$ cat src/rtl/irq_redir_pkg.sv
package irq_redir_pkg;

  localparam int ENT_SEL_W = 7;
  localparam int ENT_BASE_IDX = 16;

  localparam logic [6:0] OFF_SEL = 7'h00;
  localparam logic [6:0] OFF_WIN = 7'h10;
  localparam logic [6:0] OFF_EOI = 7'h40;

  localparam logic [7:0] IDX_ID  = 8'h00;
  localparam logic [7:0] IDX_VER = 8'h01;

  typedef enum logic [2:0] {
    REG_NONE,
    REG_ID,
    REG_VER,
    REG_LO,
    REG_HI
  } regKind_t;

  // strobes from the control to the datapath
  typedef struct packed {
    logic                 loWr;
    logic                 hiWr;
    logic                 eoiWr;
    logic [ENT_SEL_W-1:0] entSel;
  } ctrlStrobes_t;

  typedef struct packed {
    logic [7:0] vector;
    logic [2:0] delMode;
    logic       destMode;
    logic       pol;
    logic       trig;
    logic       mask;
    logic [7:0] dest;
  } entCfg_t;

  localparam entCfg_t RESET_CFG = '{vector: 8'h00, delMode: 3'd0, destMode: 1'b0,
                                    pol: 1'b0, trig: 1'b0, mask: 1'b1, dest: 8'h00};

endpackage

$ cat src/rtl/irq_redir_ctrl.sv
module irq_redir_ctrl
  import irq_redir_pkg::*;
#(
  parameter int         NUM_ENTRIES = 8,
  parameter logic [7:0] VERSION     = 8'h20
) (
  input  logic         clk,
  input  logic         rstN,
  input  logic         busValid,
  input  logic         busWrite,
  input  logic [6:0]   busAddr,
  input  logic [31:0]  busWdata,
  input  logic [31:0]  entLoWord,
  input  logic [31:0]  entHiWord,
  output ctrlStrobes_t strb,
  output logic [31:0]  busRdata
);

  localparam int LAST_IDX = ENT_BASE_IDX + 2 * NUM_ENTRIES - 1;
  localparam logic [7:0] LAST_ENTRY = 8'(NUM_ENTRIES - 1);

  logic [7:0] selIdx;
  logic [3:0] idReg;
  logic       wrSel, wrWin, wrEoi, rdSel, rdWin, selIsEnt;
  logic [7:0] entOff;
  regKind_t   kind;
  logic       unusedWdata;

  assign wrSel = busValid & busWrite & (busAddr == OFF_SEL);
  assign wrWin = busValid & busWrite & (busAddr == OFF_WIN);
  assign wrEoi = busValid & busWrite & (busAddr == OFF_EOI);
  assign rdSel = busValid & ~busWrite & (busAddr == OFF_SEL);
  assign rdWin = busValid & ~busWrite & (busAddr == OFF_WIN);

  assign selIsEnt = (int'(selIdx) >= ENT_BASE_IDX) && (int'(selIdx) <= LAST_IDX);
  assign entOff   = selIdx - 8'(ENT_BASE_IDX);

  always_comb begin
    if (selIdx == IDX_ID)       kind = REG_ID;
    else if (selIdx == IDX_VER) kind = REG_VER;
    else if (selIsEnt)          kind = selIdx[0] ? REG_HI : REG_LO;
    else                        kind = REG_NONE;
  end

  assign strb.loWr   = wrWin & (kind == REG_LO);
  assign strb.hiWr   = wrWin & (kind == REG_HI);
  assign strb.eoiWr  = wrEoi;
  assign strb.entSel = entOff[7:1];

  always_ff @(posedge clk or negedge rstN) begin
    if (!rstN) begin
      selIdx <= 8'h00;
      idReg  <= 4'h0;
    end else begin
      if (wrSel) selIdx <= busWdata[7:0];
      if (wrWin && kind == REG_ID) idReg <= busWdata[27:24];
    end
  end

  always_comb begin
    busRdata = 32'h0;
    if (rdSel) begin
      busRdata = {24'h0, selIdx};
    end else if (rdWin) begin
      case (kind)
        REG_ID:  busRdata = {4'h0, idReg, 24'h0};
        REG_VER: busRdata = {8'h00, LAST_ENTRY, 8'h00, VERSION};
        REG_LO:  busRdata = entLoWord;
        REG_HI:  busRdata = entHiWord;
        default: busRdata = 32'h0;
      endcase
    end
  end

  assign unusedWdata = ^{busWdata[31:28], busWdata[23:8]};

endmodule

$ cat src/rtl/irq_redir_datapath.sv
module irq_redir_datapath
  import irq_redir_pkg::*;
#(
  parameter int NUM_ENTRIES = 8
) (
  input  logic                   clk,
  input  logic                   rstN,
  input  ctrlStrobes_t           strb,
  input  logic [31:0]            busWdata,
  input  logic [NUM_ENTRIES-1:0] irqIn,
  input  logic                   dlvAck,
  output logic [31:0]            entLoWord,
  output logic [31:0]            entHiWord,
  output logic                   dlvValid,
  output logic [7:0]             dlvVector,
  output logic [7:0]             dlvDest,
  output logic [2:0]             dlvDelMode,
  output logic                   dlvDestMode,
  output logic                   dlvLevel
);

  localparam int SEL_W = (NUM_ENTRIES > 1) ? $clog2(NUM_ENTRIES) : 1;

  entCfg_t                cfg [NUM_ENTRIES];
  logic [NUM_ENTRIES-1:0] prevRaw, pendEdge, rirr;
  logic [NUM_ENTRIES-1:0] req, edgeHit, eoiHit, ackHit;
  logic [SEL_W-1:0]       dlvIdx, winIdx;
  logic                   anyReq;
  entCfg_t                rdCfg;
  logic                   rdStat, rdIrr;
  logic                   unusedWdata;

  for (genvar i = 0; i < NUM_ENTRIES; i++) begin : g_ent
    logic actNow, actPrev;
    assign actNow     = irqIn[i] ^ cfg[i].pol;
    assign actPrev    = prevRaw[i] ^ cfg[i].pol;
    assign edgeHit[i] = actNow & ~actPrev;
    assign eoiHit[i]  = strb.eoiWr & cfg[i].trig & (cfg[i].vector == busWdata[7:0]);
    assign ackHit[i]  = dlvValid & dlvAck & (dlvIdx == SEL_W'(i));
    assign req[i]     = ~cfg[i].mask & (cfg[i].trig ? (actNow & ~rirr[i]) : pendEdge[i]);
  end

  // lowest-numbered requester wins
  always_comb begin
    winIdx = '0;
    anyReq = 1'b0;
    for (int i = NUM_ENTRIES - 1; i >= 0; i--) begin
      if (req[i]) begin
        winIdx = SEL_W'(i);
        anyReq = 1'b1;
      end
    end
  end

  always_ff @(posedge clk or negedge rstN) begin
    if (!rstN) begin
      for (int i = 0; i < NUM_ENTRIES; i++) cfg[i] <= RESET_CFG;
      prevRaw  <= '0;
      pendEdge <= '0;
      rirr     <= '0;
    end else begin
      prevRaw <= irqIn;
      for (int i = 0; i < NUM_ENTRIES; i++) begin
        if (strb.loWr && strb.entSel == ENT_SEL_W'(i)) begin
          cfg[i].vector   <= busWdata[7:0];
          cfg[i].delMode  <= busWdata[10:8];
          cfg[i].destMode <= busWdata[11];
          cfg[i].pol      <= busWdata[13];
          cfg[i].trig     <= busWdata[15];
          cfg[i].mask     <= busWdata[16];
        end
        if (strb.hiWr && strb.entSel == ENT_SEL_W'(i)) cfg[i].dest <= busWdata[31:24];

        if (cfg[i].trig)                          pendEdge[i] <= 1'b0;
        else if (edgeHit[i] && !cfg[i].mask)      pendEdge[i] <= 1'b1;
        else if (ackHit[i])                       pendEdge[i] <= 1'b0;

        if (cfg[i].trig && ackHit[i]) rirr[i] <= 1'b1;
        else if (eoiHit[i])           rirr[i] <= 1'b0;
      end
    end
  end

  always_ff @(posedge clk or negedge rstN) begin
    if (!rstN) begin
      dlvValid    <= 1'b0;
      dlvIdx      <= '0;
      dlvVector   <= 8'h00;
      dlvDest     <= 8'h00;
      dlvDelMode  <= 3'd0;
      dlvDestMode <= 1'b0;
      dlvLevel    <= 1'b0;
    end else if (dlvValid) begin
      if (dlvAck) dlvValid <= 1'b0;
    end else if (anyReq) begin
      dlvValid    <= 1'b1;
      dlvIdx      <= winIdx;
      dlvVector   <= cfg[winIdx].vector;
      dlvDest     <= cfg[winIdx].dest;
      dlvDelMode  <= cfg[winIdx].delMode;
      dlvDestMode <= cfg[winIdx].destMode;
      dlvLevel    <= cfg[winIdx].trig;
    end
  end

  always_comb begin
    rdCfg  = RESET_CFG;
    rdStat = 1'b0;
    rdIrr  = 1'b0;
    for (int i = 0; i < NUM_ENTRIES; i++) begin
      if (strb.entSel == ENT_SEL_W'(i)) begin
        rdCfg  = cfg[i];
        rdStat = req[i];
        rdIrr  = rirr[i];
      end
    end
  end

  assign entLoWord = {15'h0, rdCfg.mask, rdCfg.trig, rdIrr, rdCfg.pol, rdStat,
                      rdCfg.destMode, rdCfg.delMode, rdCfg.vector};
  assign entHiWord = {rdCfg.dest, 24'h0};

  assign unusedWdata = ^{busWdata[23:17], busWdata[14], busWdata[12]};

endmodule

$ cat src/rtl/irq_redirect.sv
module irq_redirect
  import irq_redir_pkg::*;
#(
  parameter int         NUM_ENTRIES = 8,
  parameter logic [7:0] VERSION     = 8'h20
) (
  input  logic                   clk,
  input  logic                   rstN,
  input  logic                   busValid,
  input  logic                   busWrite,
  input  logic [6:0]             busAddr,
  input  logic [31:0]            busWdata,
  output logic [31:0]            busRdata,
  input  logic [NUM_ENTRIES-1:0] irqIn,
  output logic                   dlvValid,
  output logic [7:0]             dlvVector,
  output logic [7:0]             dlvDest,
  output logic [2:0]             dlvDelMode,
  output logic                   dlvDestMode,
  output logic                   dlvLevel,
  input  logic                   dlvAck
);

  ctrlStrobes_t strb;
  logic [31:0]  entLoWord, entHiWord;

  irq_redir_ctrl #(.NUM_ENTRIES(NUM_ENTRIES), .VERSION(VERSION)) u_ctrl (
    .clk(clk), .rstN(rstN), .busValid(busValid), .busWrite(busWrite),
    .busAddr(busAddr), .busWdata(busWdata), .entLoWord(entLoWord),
    .entHiWord(entHiWord), .strb(strb), .busRdata(busRdata)
  );

  irq_redir_datapath #(.NUM_ENTRIES(NUM_ENTRIES)) u_dp (
    .clk(clk), .rstN(rstN), .strb(strb), .busWdata(busWdata), .irqIn(irqIn),
    .dlvAck(dlvAck), .entLoWord(entLoWord), .entHiWord(entHiWord),
    .dlvValid(dlvValid), .dlvVector(dlvVector), .dlvDest(dlvDest),
    .dlvDelMode(dlvDelMode), .dlvDestMode(dlvDestMode), .dlvLevel(dlvLevel)
  );

endmodule

$ cat config.mk
export PLATFORM = sky130hd
export DESIGN_NAME = irq_redirect
export DESIGN_NICKNAME = d
export VERILOG_FILES = /design/src/rtl/irq_redir_pkg.sv /design/src/rtl/irq_redir_ctrl.sv /design/src/rtl/irq_redir_datapath.sv /design/src/rtl/irq_redirect.sv
export SDC_FILE = /design/constraint.sdc
export NUM_CORES = 1
export LEC_CHECK = 0
export ABC_AREA = 1
export BUFFER_PORTS_ARGS = -buffer_cell sky130_fd_sc_hd__buf_4
export CAP_MARGIN = 20
export CORE_MARGIN = 2
export CORE_UTILIZATION = 30
export CTS_BUF_LIST = sky130_fd_sc_hd__clkbuf_4 sky130_fd_sc_hd__clkbuf_8
export CTS_CLUSTER_SIZE = 10
export DETAILED_ROUTE_END_ITERATION = 10
export PLACE_DENSITY = 0.44
export SYNTH_ARGS = -nofsm -noshare
export SYNTH_HDL_FRONTEND = slang
export SYNTH_SLANG_ARGS = --single-unit
$ cat constraint.sdc
create_clock -name clk -period 3.55 [get_ports clk]
set_clock_uncertainty 0.05 [all_clocks]
set_input_delay 0.355 -clock clk [delete_from_list [all_inputs] [get_ports clk]]
set_output_delay 0.355 -clock clk [all_outputs]
set_load 0.05 [all_outputs]
## Word level (Yosys, flattened, before mapping)

Index checks and enable logic that the tools add are counted.

- Flip-flop bits (word level): 245
- Bits of input ports: 52
- Output and inout bits: 54
- Logic and storage cells: 380

- Add/sub/neg operators: 1
- $lt $le $gt $ge: 3
- Equal/unequal tests: 29
- Mux-type cells: 101
- Bitwise operators: 101
- Reduce and logical (&&, ||, !) cells: 63

Operators with widths:

| cell | count |
|---|---|
| 2-to-1 mux 23 bit | 10 |
| case mux 32 bit (4 select lines) | 1 |
| 2-to-1 mux 1 bit | 75 |
| binary-select mux 23 bit (select 3 bit) | 1 |
| equality test 8 bit | 8 |
| 2-to-1 mux 32 bit | 2 |
| AND 1 bit | 58 |
| 2-to-1 mux 3 bit | 12 |
| logical AND 1 bit | 34 |
| equality test 7 x 3 -> 1 bit, second input constant | 4 |
| NOT 1 bit | 26 |
| nonzero test 3 bit | 8 |
| nonzero test 2 bit | 8 |
| XOR 1 bit | 16 |
| equality test 3 bit, second input constant | 5 |
| equality test 7 x 2 -> 1 bit, second input constant | 2 |
| zero test 7 bit | 2 |
| equality test 3 x 2 -> 1 bit, second input constant | 4 |
| equality test 8 x 1 -> 1 bit, second input constant | 1 |
| greater-or-equal comparator 8 x 5 -> 1 bit, second input constant | 1 |
| less-or-equal comparator 8 x 5 -> 1 bit, second input constant | 1 |
| zero test 1 bit | 8 |
| zero test 8 bit | 1 |
| subtractor 8 x 5 -> 8 bit, second input constant | 1 |
| 8 further kinds | 9 |

## Logic depth before layout (Yosys ltp)

Gate-level depths: netlist of run 1.

- Word-level depth: 16
- Depth in mapped cells: 19
- Depth with buffers taken out: 17

## By module

From an unflattened synthesis of run 1, not the netlist that was laid out.

- Cells, all modules: 1996
- Area, all modules: 14486.4 sq um

By module, submodules not included:

| module | times used | cells each | area each (sq um) | sequential area each (sq um) |
|---|---|---|---|---|
| irq_redir_datapath | 1 | 1725 | 12879.9 | 5840.6 |
| irq_redir_ctrl | 1 | 271 | 1606.5 | 300.3 |

## Least setup slack after synthesis of run 1

No wires, ideal clock.

- Kind: reg2out
- Start: register u_ctrl.selIdx[4]
- End: output busRdata[10]
- Arrival: 2780 ps
- Data required time: 3145 ps
- Path slack: 365 ps
- Cell stages (with the launch flop): 11
- Path buffers: 1
- Path through: dfrtp_1 > inv_1 > ha_1 > xnor2_1 > nand2_1 > nor2_4 > nand3_1 > nor2_2 > clkbuf_1 > nand2_1 > a41oi_1

- Longest elaborated chain between the ends: 13
- Elaborated cells between the ends (all ways): 32
- Those cells by class: add/sub (1); order compare (2); eq/ne (12); mux (14); reduce/logical (3)

Ends and longest elaborated chain:

| item | line | RTL |
|---|---|---|
| start: declaration | irq_redir_ctrl.sv:22 | `logic [7:0] selIdx;` |
| start signal: assignment | irq_redir_ctrl.sv:55 | `if (wrSel) selIdx <= busWdata[7:0];` |
| subtractor 8 x 5 -> 8 bit | irq_redir_ctrl.sv:36 | `assign entOff = selIdx - 8'(ENT_BASE_IDX);` |
| zero test 7 bit | irq_redir_datapath.sv:111 | `if (strb.entSel == ENT_SEL_W'(i)) begin` |
| 2-to-1 mux 23 bit (8 in series) | irq_redir_datapath.sv:111 |  |
| case mux 32 bit (4 select lines) * | irq_redir_ctrl.sv:65 | `case (kind)` |
| 2-to-1 mux 32 bit * | irq_redir_ctrl.sv:64 | `end else if (rdWin) begin` |
| 2-to-1 mux 32 bit * | irq_redir_ctrl.sv:62 | `if (rdSel) begin` |
| end: declaration | irq_redirect.sv:13 | `output logic [31:0] busRdata,` |

Mark *: on every way between the ends. The rest lies on a longest branch, timed or not.

## Worst setup path in the final report of run 1

- Start: register u_ctrl.selIdx[5]
- End: output busRdata[9]

The elaborated chain is that of the path after synthesis.

==> results.cfg, run 1 <==
[sta]
period_minus_slack_ns = 3.45
holdWs_ns = 0.0929
setup_viol = 0
tightest_slew_ns = 1.00
fmax_ghz = 0.290
relSlewSlack = 0.314
post-route-period-util = 0.973
slew_violations = 0
rsz0062_at_grt = yes
hold_viol_final = 0

[yosys]
synth_compound_area_frac = 0.157
syn_area_per_cell_um2 = 7.19
yosysTopAreaCell = dfrtp_1
synthXorXnorAreaFrac = 0.0116
yosys-top-cells-area = dfrtp_1 43%, nand2_1 15%, o21ai_0 9.2%
synth_cell_types = 45
yosysWarningCount = 0
yosysTopAreaCellShare = 0.435
synth_area_um2 = 13600
synth_top_family_by_area = simple AND/OR/NAND/NOR gates
synthFlopType = dfrtp_1
synth_seq_cells = 245
seq_area_frac_synth = 0.450
muxShareOfSynthArea = 0.00147
synthSimpleGateAreaFrac = 0.292
synthArstFlopShare = 1.00
netlist_instances = 1899
synth_edf_count = 0
synthAdderAreaFrac = 0.00183

[drt]
drt_iter0_markers = 1135
drcViolationCount = 0
ant_nets = 0
route.met3.wl_mm = 3.88
routed_wirelength_mm = 56.6
wl_per_cell_um = 21.4
wl_met1_mm = 27.3
drt_pass1_iterations = 5
vias = 13600
dr_wl_met2_mm = 23.8
top_layer = met4
routed_via_density = 5.15

[pwr]
power_density_nw_per_um2 = 467
ir_worst_vdd_v = 0.000242
p_leak_nw = 7.40

[floorplanning]
die_area_um2 = 47200
pin_count = 106
die_h_um = 217
core_um2 = 45200
row_count = 78
initial_core_util = 0.302
die_w_um = 217

[worst_setup_path]
startpoint = u_ctrl.selIdx[5]
cp-start-kind = flop
crit_arrival_ns = 3.05
critPathKind = reg2out
cp-end-kind = primary output
critical_path_required_ns = 3.14
rr_startpoint = u_ctrl.selIdx[1]
crit_fanout = 6

[cells_and_area]
final_core_util = 0.370
area_growth_pct = 22.6
finalNonFillerCells = 2647
drive_above_1_share = 0.153
nNetsFinal = 2071
antennaDiodeCount = 0

[placement]
place.gp.congestion = 0.882
io_buffers = 91
dp_cells = 2535
dpl.hpwl_mm = 37.3

[global_routing]
grt_pass1_wl_mm = 85.5
grt_usage = 0.242
antenna_found_initial = 1
grt_overflow = 0
grt_max_degree = 85
grt_pass1_vias = 13200

[run_status]
status = finished clean

[hold_path]
hp-start = busWdata[31]
worstHoldPathType = in2reg

[clock_tree]
clock-root-buffer = clkbuf_8
clk_pin_slew_ns = 0.06
clock-sinks = 245
h-tree-depth = 2
clk_latency_ns = 0.63
numCtsBuffers = 46
cts_tree = done
clockBufferDepth = 3

[run]
drv_cap = 0
## synth_stat cells, types with 2 or more instances
| cell type | n |
|---|---|
| nand3_1 | 237 |
| inv_2 | 2 |
| xor2_1 | 9 |
| o21ai_1 | 2 |
| o2111ai_1 | 8 |
| inv_1 | 175 |
| xnor2_1 | 9 |
| a22o_1 | 2 |
| a2111oi_0 | 4 |
| dfstp_2 | 8 |
| nor3_1 | 17 |
| nor4_1 | 6 |
| o211ai_1 | 5 |
| a31oi_1 | 3 |
| nand2_1 | 559 |
| a211oi_1 | 3 |
| a41oi_1 | 7 |
| ha_1 | 2 |
| nor2_1 | 89 |
| nand4_1 | 18 |
| buf_1 | 3 |
| o22ai_1 | 31 |
| o21ai_0 | 251 |
| buf_2 | 33 |
| a21oi_1 | 66 |
| nand3b_1 | 3 |
| mux2i_1 | 2 |
| a221oi_1 | 3 |
| buf_4 | 7 |
| clkbuf_1 | 71 |
| nor2_2 | 6 |
| a32o_1 | 2 |
| o21a_1 | 2 |
| or2_2 | 3 |
| nor2_4 | 2 |
| clkinv_1 | 3 |
| or2_1 | 2 |
| dfrtp_1 | 237 |
## power breakdown
| group | switching, mW | internal (mW) | leakage (nW) |
|---|---|---|---|
| sequential | 0.0916 | 2.90 | 3.31 |
| combinational | 1.42 | 0.521 | 3.59 |
| clock | 1.28 | 1.60 | 0.495 |
| total | 2.79 | 5.02 | 7.40 |
## final timing paths
path | endpoint | slack, ns | cells after the start
worst max-delay path | busRdata[9] | 0.1 | 14
worst min-delay path | u_dp.cfg[76] | 0.09 | 3
max in group asynchronous | u_dp.cfg[103] | 2.24 | 3
min in group asynchronous | u_dp.cfg[153] | 0.26 | 2
worst min register to register | u_dp.cfg[183] | 0.43 | 2
worst max register to register | u_dp.cfg[42] | 0.73 | 12
## worst max-delay path, cell delays in order (launching register included)
cell and delay (ns):
dfrtp_1 0.39, inv_2 0.09, ha_2 0.27, nand2_1 0.11, nor2_4 0.05, buf_4 0.16
nand2_2 0.11, clkinvlp_4 0.10, buf_4 0.17, buf_8 0.13, nand2_1 0.04, o21ai_0 0.10
nor3_1 0.28, a41oi_1 0.20, buf_4 0.23
## flip-flops by register name, indices dropped and copies added (netlist names), 3 cells and up
name,cells
u_dp.dlvDest,8
u_dp.rirr,8
u_dp.dlvIdx,3
u_dp.prevRaw,8
u_dp.pendEdge,8
u_dp.dlvVector,8
u_dp.cfg,184
u_dp.dlvDelMode,3
u_ctrl.selIdx,8
u_ctrl.idReg,4
## cells in the final DEF (no fill, tap or decap), types with 4 or more instances in the layout
master,instances
nand2_1,551
o21ai_0,247
nand3_1,235
dfrtp_1,234
inv_1,170
buf_4,139
nor2_1,84
a21oi_1,60
clkbuf_8,55
o22ai_1,31
clkbuf_4,20
nand4_1,18
nor3_1,13
buf_12,13
buf_6,12
dlygate4sd3_1,10
xnor2_1,9
xor2_1,9
nand2_2,8
o2111ai_1,8
dfstp_2,8
nor2_4,7
nor2_2,6
a21oi_2,6
o21ai_1,6
nor4_1,6
a41oi_2,5
o211ai_1,5
conb_1,5
inv_2,4
nor3_2,4
a2111oi_0,4
## timing repair
action	in CTS	in global routing
endpoints found under the setup margin	25	25
pin swaps	4	7
resized for setup	25	42
gates cloned	2	2
buffers inserted	10	10
hold buffers	10	0
endpoints found under the hold margin	79	0
## through the flow
step / worst slack [ns] / instance area (um2) / TNS (ns) / total power [mW]
after floorplan: 0.365 / 13700 / 0 / 4.20
after global placement: 0.401 / 15200 / 0 / 4.95
after detailed placement: 0.454 / 15200 / 0 / 4.96
after CTS: -0.0517 / 16500 / -0.0517 / 7.89
after global routing: -0.0509 / 16700 / -0.133 / 8.19
final: 0.0973 / 16700 / 0 / 7.81
## layer usage
metal / vias up / global-route usage
met3: 90 / 0.0412
met1: 6536 / 0.362
met4: 0 / 0.0911
li1: 6512 / -
met2: 486 / 0.345
met5: - / 0
## logic make-up after synthesis
| logic type | after synthesis |
|---|---|
| buffers and inverters | 294 |
| AOI/OAI and AO/OA | 393 |
| other | 1 |
| and+or+nand+nor | 944 |
| muxes | 2 |
| xor gates and xnor gates | 18 |
| adders and majority gates | 2 |
| DFF | 245 |
## final cells by class
type | count | area, um2
Timing Repair Buffer | 180 | 1680
Tap cell | 600 | 751
Fill cell | 4804 | 28500
Inverter | 180 | 688
Sequential cell | 245 | 6140
Clock inverter | 3 | 17.5
Clock buffer | 75 | 907
Multi-Input combinational cell | 1364 | 6530
Power figures use the tool's default switching activity.
==> run 2: changes to the inputs <==
--- a/config.mk
+++ b/config.mk
@@ -6,14 +6,14 @@
 export NUM_CORES = 1
 export LEC_CHECK = 0
 export ABC_AREA = 1
-export BUFFER_PORTS_ARGS = -buffer_cell sky130_fd_sc_hd__buf_4
 export CAP_MARGIN = 20
 export CORE_MARGIN = 2
 export CORE_UTILIZATION = 30
 export CTS_BUF_LIST = sky130_fd_sc_hd__clkbuf_4 sky130_fd_sc_hd__clkbuf_8
 export CTS_CLUSTER_SIZE = 10
 export DETAILED_ROUTE_END_ITERATION = 10
-export PLACE_DENSITY = 0.44
+export DONT_BUFFER_PORTS = 1
+export PLACE_DENSITY = 0.42
 export SYNTH_ARGS = -nofsm -noshare
 export SYNTH_HDL_FRONTEND = slang
 export SYNTH_SLANG_ARGS = --single-unit
==> run 2 against run 1 <==
Compared with the run above: the run now ends with negative hold slack left; via count is 0.43% lower; largest power group is now the clock network; total power increased by 3.0%; clock power increased by 18%; combinational power is 28% lower; flip-flop and latch count stayed put; utilization down 0.34 points; routed wire length is 0.82% lower.
==> results.cfg, run 2 (synthesis gave the netlist of run 1 again) <==
[run_status]
status = finished, violations left
failed_checks = negative hold slack

[global_routing]
antenna_found_initial = 6
grt_overflow = 0
grt_usage = 0.239
grt_pass1_wl_mm = 84.3
grt_pass1_vias = 13000
grt_max_degree = 246

[drt]
drt_iter0_markers = 1389
vias = 13600
drt_pass1_iterations = 6
routed_via_density = 5.24
drcViolationCount = 0
wl_per_cell_um = 21.7
routed_wirelength_mm = 56.1
ant_nets = 0

[cells_and_area]
area_growth_pct = 21.4
antennaDiodeCount = 0
drive_above_1_share = 0.130
finalNonFillerCells = 2590
final_common_cell = nand2_1
regMostFlops = u_dp.cfg
final_core_util = 0.367
fillers = 4755
largest_reg_flops = 184
layout_common_cells = 545 x nand2_1, 244 x o21ai_0, 235 x nand3_1
stdcell_area_um2 = 16600
nNetsFinal = 2004

[worst_setup_path]
crit_family = buffers and inverters
slowest_delay_ns = 0.39
worstPathCellList = inv_2 -> ha_4 -> xnor2_2 -> nand2_2 -> nor2_4 -> nand3_4 -> nor2_4 -> inv_2 -> buf_4 -> o21ai_0 -> a41oi_2 -> buf_4
crit_arrival_ns = 3.02
cp-end-kind = primary output
crit_fanout = 16
critPathKind = reg2out
path_buf_inv = 4
reg2regPathDepth = 13
critical_path_required_ns = 3.14
cp.depth = 12
cp-start-kind = flop
slowest_stage = dfrtp_1

[pwr]
p_int_mw = 5.30
p_sw_frac = 0.341
netSwitchingPower_mw = 2.74
seq_power_share = 0.406
power_frac_clock = 0.421
pwr-share-comb = 0.173
p_leak_nw = 7.19
p_total_mw = 8.04
ir_worst_vdd_v = 0.000306
power_density_nw_per_um2 = 485

[clock_tree]
clk_pin_slew_ns = 0.06
numCtsBuffers = 48
clock-root-buffer = clkbuf_8
h-tree-depth = 2
clk_latency_ns = 0.64
clock-sinks = 245
cts_tree = done
hold_buffers = 20
clockBufferDepth = 3

[floorplanning]
die_area_um2 = 47200
row_count = 78
die_h_um = 217
core_um2 = 45200
die_w_um = 217
pin_count = 106
initial_core_util = 0.302

[sta]
tightest_slew_ns = 0.831
rsz0062_at_grt = yes
fin_setup_tns_ns = 0
holdWs_ns = -0.626
period_minus_slack_ns = 3.43
post-route-period-util = 0.965
setup_viol = 0
worst_slack_ns = 0.123
fmax_ghz = 0.292
hold_viol_final = 245
relSlewSlack = 0.446
slew_violations = 0

[run]
drv_cap = 0

[placement]
dp_cells = 2462
io_buffers = 0
place.gp.congestion = 0.859
dpl.hpwl_mm = 36.8
place_area_um2 = 14800
pre_cts_ws_ns = 0.392

[hold_path]
worstHoldPathType = in2async
## run 2: path summary, 6_finish.rpt
path | endpoint | startpoint | slack, ns
min | u_dp.cfg[179] | rstN | -0.63
max in group asynchronous | u_dp.cfg[56] | rstN | 3.45
min reg2reg | u_dp.rirr[4] | u_dp.rirr[4] | 0.43
max | busRdata[9] | u_ctrl.selIdx[5] | 0.12
min in group clk | u_dp.cfg[166] | busWdata[29] | 0.04
max reg2reg | u_dp.dlvDelMode[1] | u_dp.cfg[170] | 0.67
## run 2: power groups by stage
stage          registers [mW]  logic (mW)  clock network, mW
3_3_place_gp             3.32        1.35                  0
3_5_place_dp             3.32        1.35                  0
4_1_cts                  3.27        1.39               3.48
5_1_grt                  3.28        1.53               3.58
2_1_floorplan            3.27       0.935                  0
6_report                 3.27        1.39               3.38
## run 2: worst reg2reg max path: cells and delay by family (launching register included)
kind,cells,cell delay (ns)
buffers and inverters,2,0.50
and+or+nand+nor,9,1.38
AOI/OAI and AO/OA,2,0.48
DFF,1,0.40
## run 2: final cells by class
class                   count  area [um2]  share of cell area
multi-input cells        1364        6600               0.398
flip-flops and latches    245        6150               0.371
repair buffers            111        1250              0.0755
clock buffers              83        1020              0.0617
well taps                 600         751              0.0453
inverters                 180         691              0.0417
clock inverters             7         115             0.00694
## run 2: timing repair
action / CTS / global route
pin swaps: 5 / 15
resized for setup: 32 / 41
hold endpoints to repair: 322 / 245
endpoints found under the setup margin: 25 / 25
gates cloned: 2 / 0
buffers inserted: 8 / 8
## run 2: per-layer routing
metal | track usage | up-vias | part of all wire
li1 | - | 6382 | -
met1 | 0.342 | 6572 | 0.47
met2 | 0.360 | 499 | 0.44
met3 | 0.0486 | 104 | 0.070
met4 | 0.0769 | 8 | 0.024
met5 | 0 | - | 0.00089
